===== src/rtl/status_flags.sv =====
module status_flags #(
  parameter logic [7:0] RESET_VALUE = 8'h24
) (
  input  logic       clk,
  input  logic       rst_n,
  input  logic       set_carry,
  input  logic       set_intdis,
  input  logic       set_decimal,
  input  logic       restore_en,
  input  logic [7:0] restore_byte,
  input  logic       alu_we,
  input  logic       alu_carry,
  input  logic       alu_ovf,
  input  logic [7:0] alu_result,
  input  logic       xfer_we,
  input  logic [7:0] xfer_value,
  output logic [7:0] status
);

  logic c_q, z_q, i_q, d_q, v_q, n_q;
  logic c_d, z_d, i_d, d_d, v_d, n_d;

  always_comb begin
    c_d = c_q; z_d = z_q; i_d = i_q; d_d = d_q; v_d = v_q; n_d = n_q;
    if (restore_en) begin
      {n_d, v_d} = restore_byte[7:6];
      {d_d, i_d, z_d, c_d} = restore_byte[3:0];
    end else begin
      if (alu_we) begin
        c_d = alu_carry;
        v_d = alu_ovf;
        z_d = (alu_result == 8'h00);
        n_d = alu_result[7];
      end else if (xfer_we) begin
        z_d = (xfer_value == 8'h00);
        n_d = xfer_value[7];
      end
      if (set_carry)   c_d = 1'b1;
      if (set_intdis)  i_d = 1'b1;
      if (set_decimal) d_d = 1'b1;
    end
  end

  always_ff @(posedge clk or negedge rst_n) begin
    if (!rst_n) begin
      {n_q, v_q} <= RESET_VALUE[7:6];
      {d_q, i_q, z_q, c_q} <= RESET_VALUE[3:0];
    end else begin
      c_q <= c_d; z_q <= z_d; i_q <= i_d;
      d_q <= d_d; v_q <= v_d; n_q <= n_d;
    end
  end

  assign status = {n_q, v_q, 1'b1, 1'b0, d_q, i_q, z_q, c_q};

  AST_RESTORE_WINS: assert property (@(posedge clk) disable iff (!rst_n)
    restore_en |=> status == (($past(restore_byte) | 8'h20) & 8'hEF));
  AST_SET_CARRY: assert property (@(posedge clk) disable iff (!rst_n)
    (set_carry && !restore_en) |=> status[0]);
  AST_XFER_KEEPS: assert property (@(posedge clk) disable iff (!rst_n)
    (xfer_we && !alu_we && !restore_en && !set_carry && !set_intdis && !set_decimal)
    |=> ({status[6], status[3:0] & 4'b1101} == $past({status[6], status[3:0] & 4'b1101})));
  AST_ALU_ZERO: assert property (@(posedge clk) disable iff (!rst_n)
    (alu_we && !restore_en) |=> status[1] == ($past(alu_result) == 8'h00));
  AST_IDLE_HOLD: assert property (@(posedge clk) disable iff (!rst_n)
    !(restore_en || alu_we || xfer_we || set_carry || set_intdis || set_decimal)
    |=> $stable(status));

endmodule


===== config.mk =====
export PLATFORM = sky130hd
export DESIGN_NAME = status_flags
export DESIGN_NICKNAME = d
export VERILOG_FILES = /design/src/rtl/status_flags.sv
export SDC_FILE = /design/constraint.sdc
export NUM_CORES = 1
export LEC_CHECK = 0
export ABC_AREA = 1
export BUFFER_PORTS_ARGS = -buffer_cell sky130_fd_sc_hd__buf_2
export CAP_MARGIN = 20
export CORE_AREA = 5 5 42 44
export CTS_BUF_LIST = sky130_fd_sc_hd__clkbuf_8
export CTS_CLUSTER_SIZE = 16
export DETAILED_ROUTE_END_ITERATION = 8
export DIE_AREA = 0 0 47 49
export GPL_TIMING_DRIVEN = 0
export MAX_ROUTING_LAYER = met4
export PLACE_DENSITY_LB_ADDON = 0.12
export SYNTH_ARGS = -nofsm -noshare
export SYNTH_HDL_FRONTEND = slang
export SYNTH_SLANG_ARGS = --single-unit

===== constraint.sdc =====
create_clock -name clk -period 0.8 [get_ports clk]
set_input_delay 0.08 -clock clk [delete_from_list [all_inputs] [get_ports clk]]
set_output_delay 0.08 -clock clk [all_outputs]
set_load 0.02 [all_outputs]

Yosys cells after proc, flatten, opt, wreduce, memory -nomap -nowiden

Index checks and enable logic that the tools add are counted.

Flip-flop bits (word level): 6
Output and inout port bits: 8
Input bits: 34
Word-level logic and storage cells: 28

Mux-type cells: 15
Reductions and logical operators: 7

Operators with widths:

| operator           | count |
|---|---|
| 8-bit logical NOT  | 2 |
| 1-bit 2-to-1 mux   | 15 |
| 2-bit nonzero test | 3 |
| 3-bit nonzero test | 2 |

Depth between registers and ports, before layout

Word-level depth: 4
Gate-level depth with buffers: 7
Depth with buffers taken out: 7

Least setup slack after synthesis

Ideal clock, no wire load.

Kind: reg-to-output
From: register i_q
To: output port status[2]
Cell stages (with the launch flop): 2
Buffers on the path: 1
Data required time: 0.720 ns
Arrival time: 0.630 ns
Slack: 0.090 ns
Cells stage by stage: dfstp_2 -> buf_4

RTL lines:

| element                | RTL line | source |
|---|---|---|
| start, declared        | 20       | `logic c_q, z_q, i_q, d_q, v_q, n_q;` |
| start signal, assigned | 47       | `{d_q, i_q, z_q, c_q} <= RESET_VALUE[3:0];` |
| end, declared          | 17       | `output logic [7:0] status` |

No word-level cell between the ends.

Worst setup path in the final report

From: register i_q
To: output port status[2]

No word-level cell between the ends.

==> results <==
- Broken down by cell family, the worst path's largest delay share belongs to flip-flops.
- The first detailed-routing pass ran for 4 iterations.
- Counting cells, the worst reg-to-reg path comes to 3.
- The initial antenna violation count is 0.
- Setup repair after global routing could not meet its margin everywhere.
- The total power after layout is 0.00110 W.
- The layout filler cell count is 159.
- The overall die width is ~47 µm.
- The run finished, with violations left.
- Registers take 151 µm².
- The final cell count without fillers is 114.
- In this design, the stage delay of the slowest critical-path cell is between 500 and 600 ps.
- Row generation in the floorplan step produced 14 rows.
- The startpoint identified for the worst hold timing path is set_intdis.
- The netlist area before placement is about 430 µm².
- The number of antenna diodes is 0.
- The clock period minus final worst setup slack is just over 900 ps.
- The total track usage is 0.109.
- The critical path arrival is 850 ps.
- In the final design database the tool counted about 130 nets.
- The number of nets produced by synthesis is slightly above 90.
- The hold-critical path depth is 3.
- The nature of the critical path startpoint is a flop.
- In this run the deepest clock path goes through 2 buffers.
- The final route contains 486 vias.
- The reg-to-reg endpoint is n_q.
- The average instance in the mapped netlist occupies between 7 and 8 µm².
- Dividing total power by cell area gives a power density of ~1600 nW/µm².
- The fmax is 1070 MHz.
- The multi-input combinational cells in the finished layout cover a total of ~200 µm².
- The worst hold path belongs to the class input port to flop.
- The floorplan die height is just under 50 µm.
- By area the synthesized netlist is led by dfrtp_1 (29%), buf_4 (14%), nor2_1 (11%).
- The I/O pin count is 42.
- The buffer type at the clock tree root is clkbuf_8.
- From synthesis to final layout, the design area changed by 64.1%.
- The critical path buffer and inverter count is 1.
- The number of clock sinks is 6.
- The count of antenna-violating nets left after detailed routing is 0.
- Synthesis produced between 50 and 60 cells.
- For this run, the register share of the synthesized area comes to 0.353.
- The signal on the critical path passes through buf_6.
- The endpoint class of the critical path is a primary output.
- The die covers approximately 2300 µm².
- The slack of the worst reg-to-reg path is 70 ps.
- The number of hold-slack violations in the final timing report came to 0.
- Detailed placement ended at an HPWL of approximately 940 µm.
- The launch instance of the worst register-to-register path is n_q.
- The distinct cell type count of the synthesized netlist is 17.
- Of the post-synthesis cell area, the dominant cell type holds 0.292.
- The highest fanout seen on the critical path is 2.
- The synthesized design spends more area on one cell type than any other, namely dfrtp_1.
- The first global-routing pass estimated between 1.5 and 2 mm of wire.
- Routability-driven placement finished with a final weighted congestion of roughly 0.70.
- IR analysis of the VDD net gives a maximum drop of ~0.95 mV.
- The detailed router finished its first iteration with 7 violations.
- Clock-pin slew was measured on the worst setup and hold paths at 30 ps.
- The TritonCTS clock tree is done.
- The worst setup path is of the flop to primary output kind.
- During synthesis, Yosys emitted a total of 0 warnings.
- The latest clock arrival within the worst-skew pair is between 200 and 250 ps.
- The level count of the clock H-tree is 1.
- Setup violations remaining at the end of the flow were counted as 6.
- The final count of pins violating max slew was 0.
- The number of CTS-inserted buffers is 3.
- For this design the static power due to leakage is between 0.3 and 0.4 nW.
- The overall routed net length is 1.10 mm.
- The library cell contributing the largest single delay on the critical path is dfstp_2.
- The total grt overflow is 0.
- The post-route DRC violation count is 0.
- The path with the worst hold slack has its endpoint at i_q.
- In the final routed layout, each cell accounts on average for just under 10 µm.
- The count of buffers from port buffering is 37.
- The ratio of final minimum period to clock period is 1.16.
- The number of cells after detailed placement is 112.
- The effective utilization at floorplan is 0.306.
- The checks that failed: negative setup slack.
- The max-capacitance violation count is 0.
- The clock tree skew after final layout is 0 ps.
- Setup slack on the critical path of the routed design comes to -131 ps.
- In the final layout, the share of cells above drive strength 1 is 0.520.
- At the worst endpoint, the required time is slightly above 700 ps.
- The post-synthesis sequential element count is 6.
- The pin count of the biggest net entering global routing is 10.
- The number of global-route vias before repair is between 400 and 500.
- The number of vias per cell is roughly 4.3.
- The core region area is 1400 µm².
-- stage by stage --
step | setup WS [ps] | TNS (ps) | hold WS (ps) | cell area [µm²] | util
6_report | -131 | -176 | 100 | 704 | 0.503
5_1_grt | -167 | -327 | 111 | 704 | 0.503
4_1_cts | -138 | -219 | 98.2 | 704 | 0.503
3_5_place_dp | -37.4 | -59.2 | -88.1 | 634 | 0.453
3_3_place_gp | -35.5 | -57.0 | -88.1 | 634 | 0.453
2_1_floorplan | 90.1 | 0 | -216 | 429 | -
-- cells in the mapped netlist, drive strengths merged --
cell and instances:
conb 2, nor2 15, nand2 11, dfrtp 5, a21oi 2, buf 8, or2 1, o22ai 3
dfstp 1, inv 3, nand3 1, nor3 5, o21ai 2
-- worst max path at each step --
stage	cells after the start	from	slack (ps)	to
6_report	1	i_q	-130	status[2]
3_3_place_gp	7	alu_we	-40	z_q
2_1_floorplan	1	i_q	90	status[2]
4_1_cts	1	i_q	-140	status[2]
3_5_place_dp	7	alu_we	-40	z_q
5_1_grt	1	i_q	-170	status[2]
-- power by group --
group          switching (W)  internal (W)  leakage, nW  total [W]
Combinational       0.000137      0.000162        0.279   0.000299
Sequential         0.0000178      0.000335       0.0672   0.000353
Clock               0.000121      0.000329       0.0269   0.000450
Total               0.000276      0.000826        0.373    0.00110
-- layout by cell type, fill, tap and decap left out --
cell type	instances
a21oi_1	2
buf_2	31
buf_4	5
buf_6	6
clkbuf_8	3
conb_1	2
dfrtp_1	5
dfstp_2	1
dlygate4sd3_1	1
inv_1	3
inv_4	1
nand2_1	10
nand2_4	1
nand3_1	1
nor2_1	13
nor2_2	2
nor3_1	4
nor3_4	1
o21ai_1	2
o22ai_1	3
or2_1	1
-- routing by layer --
| metal | global-route usage | up-vias | part of all wire |
|---|---|---|---|
| met3 | 0.0332 | 2 | 0.078 |
| met1 | 0.140 | 206 | 0.41 |
| li1 | - | 258 | - |
| met4 | 0.0276 | 0 | 0.013 |
| met2 | 0.163 | 20 | 0.50 |
| met5 | - | - | 0 |
-- logic make-up after synthesis --
group	Yosys count	share of synthesized area
compound gates	7	0.0904
other cells	2	0.0175
simple gates	33	0.367
buf+inv	11	0.172
flops	6	0.353
-- registers in the layout, indices dropped and copies added, names as in the netlist --
name,flops
z_q,1
d_q,1
n_q,1
i_q,1
c_q,1
v_q,1
-- cell type report --
| cell class | instances | share of cell area |
|---|---|---|
| clock inverters | 1 | 0.00533 |
| repair buffers | 41 | 0.362 |
| flip-flops and latches | 6 | 0.215 |
| well taps | 16 | 0.0284 |
| multi-input cells | 42 | 0.290 |
| clock buffers | 3 | 0.0586 |
| plain buffers | 2 | 0.0213 |
| inverters | 3 | 0.0195 |
-- timing repair --
| item | 4_1_cts | 5_1_grt |
|---|---|---|
| gates resized for setup | 12 | 0 |
| hold endpoints to repair | 6 | 0 |
| endpoints found under the setup margin | 6 | 6 |
| buffers inserted | 3 | 0 |
| hold buffers | 1 | 0 |
| pin swaps | 0 | 0 |
Note: power is estimated with default switching activity, not from simulation.
